### src/rtl/mbm_pkg.sv
package mbm_pkg;

  // Encoded bit pattern of a candidate under the natural-order Kronecker
  // power of [[1,0],[1,1]]. Row r has a 1 in column c when c's bits are a
  // subset of r's bits. Candidate bit (nbits-1-i) is input bit i.
  function automatic logic [63:0] enc_pattern(input int cand, input int nbits);
    logic [63:0] r;
    r = '0;
    for (int j = 0; j < nbits; j++) begin
      for (int i = 0; i < nbits; i++) begin
        if (((i & j) == j) && (((cand >> (nbits - 1 - i)) & 1) != 0)) begin
          r[j] = ~r[j];
        end
      end
    end
    return r;
  endfunction

endpackage

### src/rtl/mbm_llr_conv.sv
// Sign-magnitude soft value to sign-extended two's complement.
module mbm_llr_conv #(
  parameter int LLR_W = 6,
  parameter int OUT_W = 12
) (
  input  logic [LLR_W-1:0] sm_i,
  output logic [OUT_W-1:0] tc_o
);

  logic [OUT_W-1:0] mag;

  always_comb begin
    mag  = {{(OUT_W-LLR_W+1){1'b0}}, sm_i[LLR_W-2:0]};
    tc_o = sm_i[LLR_W-1] ? (~mag + 1'b1) : mag;
  end

endmodule

### src/rtl/mbm_cand_unit.sv
// Metric of one fixed candidate pattern: accumulate, saturate, force.
module mbm_cand_unit #(
  parameter int NBITS = 4,
  parameter int PM_W  = 8,
  parameter int SUM_W = 12,
  parameter int CAND  = 0
) (
  input  logic [NBITS*SUM_W-1:0] llr_tc_i,
  input  logic [PM_W-1:0]        prev_i,
  input  logic [NBITS-1:0]       frozen_i,
  output logic [PM_W-1:0]        metric_o
);

  localparam logic [NBITS-1:0] ENC      = NBITS'(mbm_pkg::enc_pattern(CAND, NBITS));
  localparam logic [NBITS-1:0] CAND_BITS = NBITS'(CAND);
  localparam logic [PM_W-1:0]  NEG_INF  = {1'b1, {(PM_W-1){1'b0}}};
  localparam logic signed [SUM_W-1:0] SAT_LO =
    {{(SUM_W-PM_W+1){1'b1}}, {(PM_W-2){1'b0}}, 1'b1};

  logic signed [SUM_W-1:0] acc;
  logic        [SUM_W-1:0] v;
  logic                    forced;

  always_comb begin
    acc = {{(SUM_W-PM_W){prev_i[PM_W-1]}}, prev_i};
    for (int j = 0; j < NBITS; j++) begin
      v = llr_tc_i[j*SUM_W +: SUM_W];
      if (ENC[j]) begin
        // encoded 1: pay the positive part of the soft value
        acc = acc - (v[SUM_W-1] ? '0 : v);
      end else begin
        // encoded 0: pay the negative part of the soft value
        acc = acc + (v[SUM_W-1] ? v : '0);
      end
    end

    forced = (prev_i == NEG_INF) || ((CAND_BITS & frozen_i) != '0);

    if (forced) begin
      metric_o = NEG_INF;
    end else if (acc < SAT_LO) begin
      metric_o = SAT_LO[PM_W-1:0];
    end else begin
      metric_o = acc[PM_W-1:0];
    end
  end

endmodule

### src/rtl/mbit_metric_update.sv
module mbit_metric_update #(
  parameter int K     = 2,
  parameter int LLR_W = 6,
  parameter int PM_W  = 8,
  localparam int NBITS = 1 << K,
  localparam int NCAND = 1 << NBITS,
  localparam int SUM_W = PM_W + K + 2
) (
  input  logic                  clk_i,
  input  logic                  rst_ni,
  input  logic                  in_valid_i,
  input  logic [NBITS*LLR_W-1:0] llr_i,
  input  logic [PM_W-1:0]       prev_metric_i,
  input  logic [NBITS-1:0]      frozen_i,
  output logic                  out_valid_o,
  output logic [NCAND*PM_W-1:0] cand_metric_o
);

  logic [NBITS*SUM_W-1:0] llr_tc;
  logic [NCAND*PM_W-1:0]  cand_comb;
  logic [NCAND*PM_W-1:0]  metric_d, metric_q;
  logic                   valid_d, valid_q;

  for (genvar j = 0; j < NBITS; j++) begin : g_conv
    mbm_llr_conv #(
      .LLR_W(LLR_W),
      .OUT_W(SUM_W)
    ) u_conv (
      .sm_i(llr_i[j*LLR_W +: LLR_W]),
      .tc_o(llr_tc[j*SUM_W +: SUM_W])
    );
  end

  for (genvar c = 0; c < NCAND; c++) begin : g_cand
    mbm_cand_unit #(
      .NBITS(NBITS),
      .PM_W (PM_W),
      .SUM_W(SUM_W),
      .CAND (c)
    ) u_cand (
      .llr_tc_i(llr_tc),
      .prev_i  (prev_metric_i),
      .frozen_i(frozen_i),
      .metric_o(cand_comb[c*PM_W +: PM_W])
    );
  end

  // next state
  always_comb begin
    valid_d  = in_valid_i;
    metric_d = in_valid_i ? cand_comb : metric_q;
  end

  // registers
  always_ff @(posedge clk_i or negedge rst_ni) begin
    if (!rst_ni) begin
      valid_q  <= 1'b0;
      metric_q <= '0;
    end else begin
      valid_q  <= valid_d;
      metric_q <= metric_d;
    end
  end

  assign out_valid_o   = valid_q;
  assign cand_metric_o = metric_q;

endmodule

### config.mk
export PLATFORM = sky130hd
export DESIGN_NAME = mbit_metric_update
export DESIGN_NICKNAME = d
export VERILOG_FILES = /design/src/rtl/mbm_pkg.sv /design/src/rtl/mbm_llr_conv.sv /design/src/rtl/mbm_cand_unit.sv /design/src/rtl/mbit_metric_update.sv
export SDC_FILE = /design/constraint.sdc
export NUM_CORES = 1
export LEC_CHECK = 0
export CORE_MARGIN = 2
export CORE_UTILIZATION = 55
export CTS_BUF_LIST = sky130_fd_sc_hd__clkbuf_8
export CTS_CLUSTER_DIAMETER = 80
export CTS_CLUSTER_SIZE = 24
export DETAILED_ROUTE_END_ITERATION = 7
export PLACE_DENSITY = 0.85
export SYNTH_ARGS = -nofsm -noshare
export SYNTH_HDL_FRONTEND = slang
export SYNTH_SLANG_ARGS = --single-unit
### constraint.sdc
create_clock -name clk_i -period 2.4 [get_ports clk_i]
set_input_delay 0.48 -clock clk_i [delete_from_list [all_inputs] [get_ports clk_i]]
set_output_delay 0.48 -clock clk_i [all_outputs]
set_load 0.03 [all_outputs]
==> impl_results.md, run 1 <==
- Halt Stage: clock tree synthesis
- Starting Density: 56.2%
- H-tree Lvls: 4
- Number of cells upsized or downsized after cts: 561
- Total of warnings raised by yosys: 0
- Longest Clk Path Bufs: 2
- Clk root buf: sky130_fd_sc_hd__clkbuf_8
- Count of flip-flops with a built-in enable after synthesis: 0
- Number of synthesized register bits: about 130
- Die boundary height: roughly 190 um
- Floorplan row count: 68
- Post-Synthesis Cells: between 2,000 and 2,500
- Port-buffer cells: ~170
- Seq/Total Area, Yosys: between 10% and 20%
- Cell area after synthesis: roughly 20,000 sq um
- Predominant post-synthesis flop cell: sky130_fd_sc_hd__dfrtp_1
- Routability Congestion: approximately 1.1
- Halt Reason: [ERROR DPL-0033] detailed placement checks failed during check placement.
- Estimated wirelength of the detail-placed design: about 80 mm
- Share of flip-flops with an asynchronous set or reset after synthesis: 100%
- Chip Width: slightly below 200 um
- Synthesized area divided by synthesized cell count: 8.38 sq um
- Status: stopped before the end
- Number of buffers inserted for hold repair after clock tree synthesis: 1
- Post-CTS Setup Inserts: 124
- Distinct cells, synth: 91
- I/O Pins: 168
- Clock net sink count: around 130
- Number of clock buffers inserted by TritonCTS: 17
cells in the mapped netlist (all sizes together), types with 16 or more instances:
| master | number | area [sq um] |
|---|---|---|
| a211oi | 21 | 163 |
| a21boi | 20 | 150 |
| a21o | 63 | 474 |
| a21oi | 140 | 704 |
| a22o | 16 | 140 |
| a31oi | 23 | 144 |
| a32o | 18 | 180 |
| and2 | 17 | 106 |
| clkbuf | 24 | 90.1 |
| dfrtp | 129 | 3230 |
| fa | 30 | 601 |
| ha | 326 | 4080 |
| inv | 165 | 619 |
| nand2 | 100 | 375 |
| nand2b | 54 | 338 |
| nand3 | 31 | 155 |
| nor2 | 175 | 657 |
| nor2b | 56 | 350 |
| nor3 | 64 | 320 |
| nor4 | 18 | 113 |
| o211ai | 27 | 203 |
| o21a | 61 | 458 |
| o21ai | 174 | 878 |
| o21bai | 26 | 199 |
| o2bb2ai | 65 | 569 |
| or2 | 20 | 125 |
| or3 | 21 | 131 |
| xnor2 | 155 | 1390 |
| xor2 | 79 | 692 |
metrics by stage:
step | hold slack (ns) | std cells | worst slack (ns) | utilization [%] | instance area (sq um)
global placement | 0.471 | 3892 | -4.37 | 85.4 | 29700
detailed placement | 0.473 | 3893 | -4.96 | 85.5 | 29700
floorplan | 0.184 | 2356 | -3.60 | - | 20300
cell families after synthesis:
kind of cell             after synthesis  share of synthesized area (%)
flip-flops                           129                           16.5
adder cells (fa/ha/maj)              356                           24.0
AND/OR/NAND/NOR                      632                           16.6
buffers and inverters                193                           3.73
AO/OA/AOI/OAI                        769                           27.4
XOR/XNOR                             239                           11.3
other                                  1                         0.0192
multiplexers                           8                          0.423
==> inputs of run 2 (changes only) <==
- CORE_UTILIZATION: 55 -> 40
- CTS_BUF_LIST: sky130_fd_sc_hd__clkbuf_8 -> not set
- CTS_CLUSTER_DIAMETER: 80 -> not set
- CTS_CLUSTER_SIZE: 24 -> not set
- PLACE_DENSITY: 0.85 -> not set
- PLACE_DENSITY_LB_ADDON: not set -> 0.15
==> impl_results.md, run 2 <==
- Status: finished, violations left
- Failing checks: negative setup slack
- Longest Clk Path Bufs: 2 (unchanged)
- Cell with the most instances after synthesis: sky130_fd_sc_hd__ha_1
- Floorplan row count: 80 (+18%)
- Global-route congestion overflow total: 0
- Measured slew at the worst slew-check pin: 1.38 ns
- Multiplexer share of the synthesized area: 0.423% (unchanged)
- Critical Path Source Type: input port
- Starting Density: 40.7% (-16 points)
- Die Outline Area: 50,600 sq um
- Port-buffer cells: 167 (unchanged)
- Highest-delay cell along the critical path: sky130_fd_sc_hd__or3_4
- Complex-gate fraction of the synthesized area: 27.4% (unchanged)
- Predominant post-synthesis flop cell: sky130_fd_sc_hd__dfrtp_1
- Routed vias: 23,900
- Maximum single-stage delay on the critical path: 0.39 ns
- I/O Pins: 168 (unchanged)
- Flip-flop count of the largest register after layout: ~130
- Final critical path time including I/O delays and setup: 6.01 ns
- Post-detailed-route count of antenna-violating nets: 0
- Starting DRC count in detailed routing: 1,504
- Fraction of final layout cells with drive strength greater than 1: between 50 and 60%
- Area grow syn2layout: 87.9%
- Hold/Removal Path Class: in -> async
- Area after DPL: 30,500 sq um (+2.8%)
- Xor-xnor portion of the synthesized cell area: 11.3% (unchanged)
- Post-Synthesis Cells: 2,327 (unchanged)
- CP Launch Point: llr_i[1]
- Drt wl/cell: 20.4 um
- Path type of the worst setup path: in -> reg
- Leading cell type in the layout, fill and taps excluded: sky130_fd_sc_hd__buf_4
- Drt via density: 5.55
- Smallest setup slack after layout: -3.61 ns
- DRC errors left: 0
- RR Startpoint: cand_metric_o[0]
- Share of synthesized cell area in and, or, nand and nor gates: 16.6% (unchanged)
- Number of synthesized register bits: 129 (unchanged)
- TritonCTS clock tree: done
- Gr usage total: 32.6%
- First-pass DRT Iterations: 5
- Clk root buf: sky130_fd_sc_hd__clkbuf_16
- Die boundary height: 225 um (+17%)
- Final standard cell area without fillers: between 30,000 and 40,000 sq um
- Clock net sink count: 129 (unchanged)
- Count of endpoints failing hold in the final timing report: 0
- Wire length of the first global-routing pass: 128 mm
- Number of clock buffers inserted by TritonCTS: 17 (unchanged)
- Total of warnings raised by yosys: 0 (unchanged)
- Data required time at the worst endpoint: 2.80 ns
- Setup violations, final: 128
- Setup clock skew after layout: 0 ns
- Setup WS pre-CTS: -4.56 ns (+0.407 ns)
- Tightest hold margin: 0.433 ns
- Endpoint arrival time on the critical path: 6.41 ns
- Count of flip-flops with a built-in enable after synthesis: 0 (unchanged)
- Seq/Total Area, Yosys: 16.5% (unchanged)
- Share of the synthesized area in the top cell type: 20.9% (unchanged)
- Routed wire length: slightly below 90 mm
- Peak fanout along the critical path: 5
- Final total negative setup slack: -437.25 ns
- Estimated wirelength of the detail-placed design: 67.3 mm (-16%)
- Setup repair after global routing missed its margin: yes
- Slew margin rel.: 6.88%
- Number of max-cap violations: 0
- Synthesized area divided by synthesized cell count: 8.38 sq um (unchanged)
- Post-layout net count: 4,079
- Area contributors post-synth: sky130_fd_sc_hd__ha_1 (21%), sky130_fd_sc_hd__dfrtp_1 (17%), sky130_fd_sc_hd__xnor2_1 (6.8%)
- Number of filler cells placed in the layout: 3,280
- Initial antenna violation count: 0
- Dominant cell type by area after synthesis: sky130_fd_sc_hd__ha_1
- Chip Width: 225 um (+17%)
- Core outline area: about 48,000 sq um
- Routability Congestion: 0.979 (-10%)
- Cell types with the highest counts after synthesis: sky130_fd_sc_hd__ha_1 (326), sky130_fd_sc_hd__nor2_1 (175), sky130_fd_sc_hd__inv_1 (161), sky130_fd_sc_hd__o21ai_0 (152), sky130_fd_sc_hd__xnor2_1 (152)
- Most Frequent Cell on Critical Path: sky130_fd_sc_hd__buf_4
- Share of flip-flops with an asynchronous set or reset after synthesis: 100% (unchanged)
- H-tree Lvls: 4 (unchanged)
- Number of global-route vias before repair: 23,800
- Main combinational cell family by area after synthesis: compound AO/OA/AOI/OAI gates
- Kind of end point of the critical path: flop
- Final cycle utilization of the critical path: 251%
- Commonest cells after routing, fill and taps aside: sky130_fd_sc_hd__buf_4 (1,091), sky130_fd_sc_hd__ha_1 (199), sky130_fd_sc_hd__clkdlybuf4s50_1 (157), sky130_fd_sc_hd__inv_1 (141), sky130_fd_sc_hd__nor2_1 (138)
- Max-slew violation total from the final report: 0
- Area share of fa/ha/maj cells after synthesis: 24.0% (unchanged)
- Clk slew on worst S/H paths: 0.06 ns
- Cell area after synthesis: 19,500 sq um (unchanged)
- Worst skew pair latency: 0.48 ns
- Distinct cells, synth: 91 (unchanged)
- Achievable Freq: between 150 and 200 MHz
- Maximum number of pins on one net before global-route repair: 78
==> run 2: cell counts after synthesis <==
Identical to the previous run, type by type.
==> run 2: worst max-delay path, delay by kind of cell <==
kind / cells / cell delay, ns
adder cells (fa/ha/maj): 4 / 1.10
AND/OR/NAND/NOR: 9 / 1.17
buffers and inverters: 6 / 0.85
AO/OA/AOI/OAI: 12 / 2.19
XOR/XNOR: 3 / 0.63
==> run 2: final timing paths <==
check,end,slack [ns],cells past startpoint
worst max-delay path,cand_metric_o[122],-3.61,34
worst min-delay path,cand_metric_o[113],0.43,2
worst max register to register,cand_metric_o[0],1.52,1
worst min register to register,cand_metric_o[101],0.49,1
max in group asynchronous,cand_metric_o[62],1.24,3
min in group clk_i,cand_metric_o[101],0.49,1
==> run 2: cell type report <==
| type | count | area, sq um | area share, % |
|---|---|---|---|
| antenna | 1 | 2.50 | 0.00683 |
| multi-input combinational | 2034 | 20500 | 55.9 |
| inverter | 166 | 629 | 1.72 |
| sequential | 129 | 3230 | 8.81 |
| clock buffer | 20 | 447 | 1.22 |
| timing repair buffer | 1336 | 10900 | 29.8 |
| clock inverter | 12 | 136 | 0.372 |
| tap | 615 | 769 | 2.10 |
==> run 2: logic make-up (layout without fill, tap and decap cells) <==
logic type | Yosys count | after routing
and+or+nand+nor | 632 | 632
muxes | 8 | 8
buffers and inverters | 193 | 1534
xor gates and xnor gates | 239 | 239
other | 1 | 31
adders and majority gates | 356 | 356
AOI/OAI and AO/OA | 769 | 769
DFF | 129 | 129
==> run 2: metal layers <==
| metal | track usage (%) | routed length [um] | vias up |
|---|---|---|---|
| met5 | 0 | 0 | - |
| met4 | 12.8 | 3710 | 0 |
| met3 | 4.51 | 4370 | 182 |
| met2 | 54.1 | 41600 | 693 |
| met1 | 42.7 | 38100 | 11700 |
| li1 | - | - | 11300 |
==> run 2: what timing repair did <==
item | 4_1_cts | 5_1_grt
hold buffers | 1 | 0
buffers inserted | 121 | 76
gates resized for setup | 473 | 286
hold endpoints to repair | 24 | 0
pin swaps | 338 | 274
cloned | 0 | 0
setup endpoints to repair | 128 | 128
==> run 2: metrics by stage <==
step	utilization, %	instances
final	76.5	4313
after floorplan	-	2356
after detailed placement	63.6	4120
after global placement	63.6	4120
after CTS	72.2	4252
after global routing	76.4	4312
Power of run 2 is left out: the tool's default activity adds up to more than one toggle a clock period on the data nets, which glitch-free logic cannot reach.
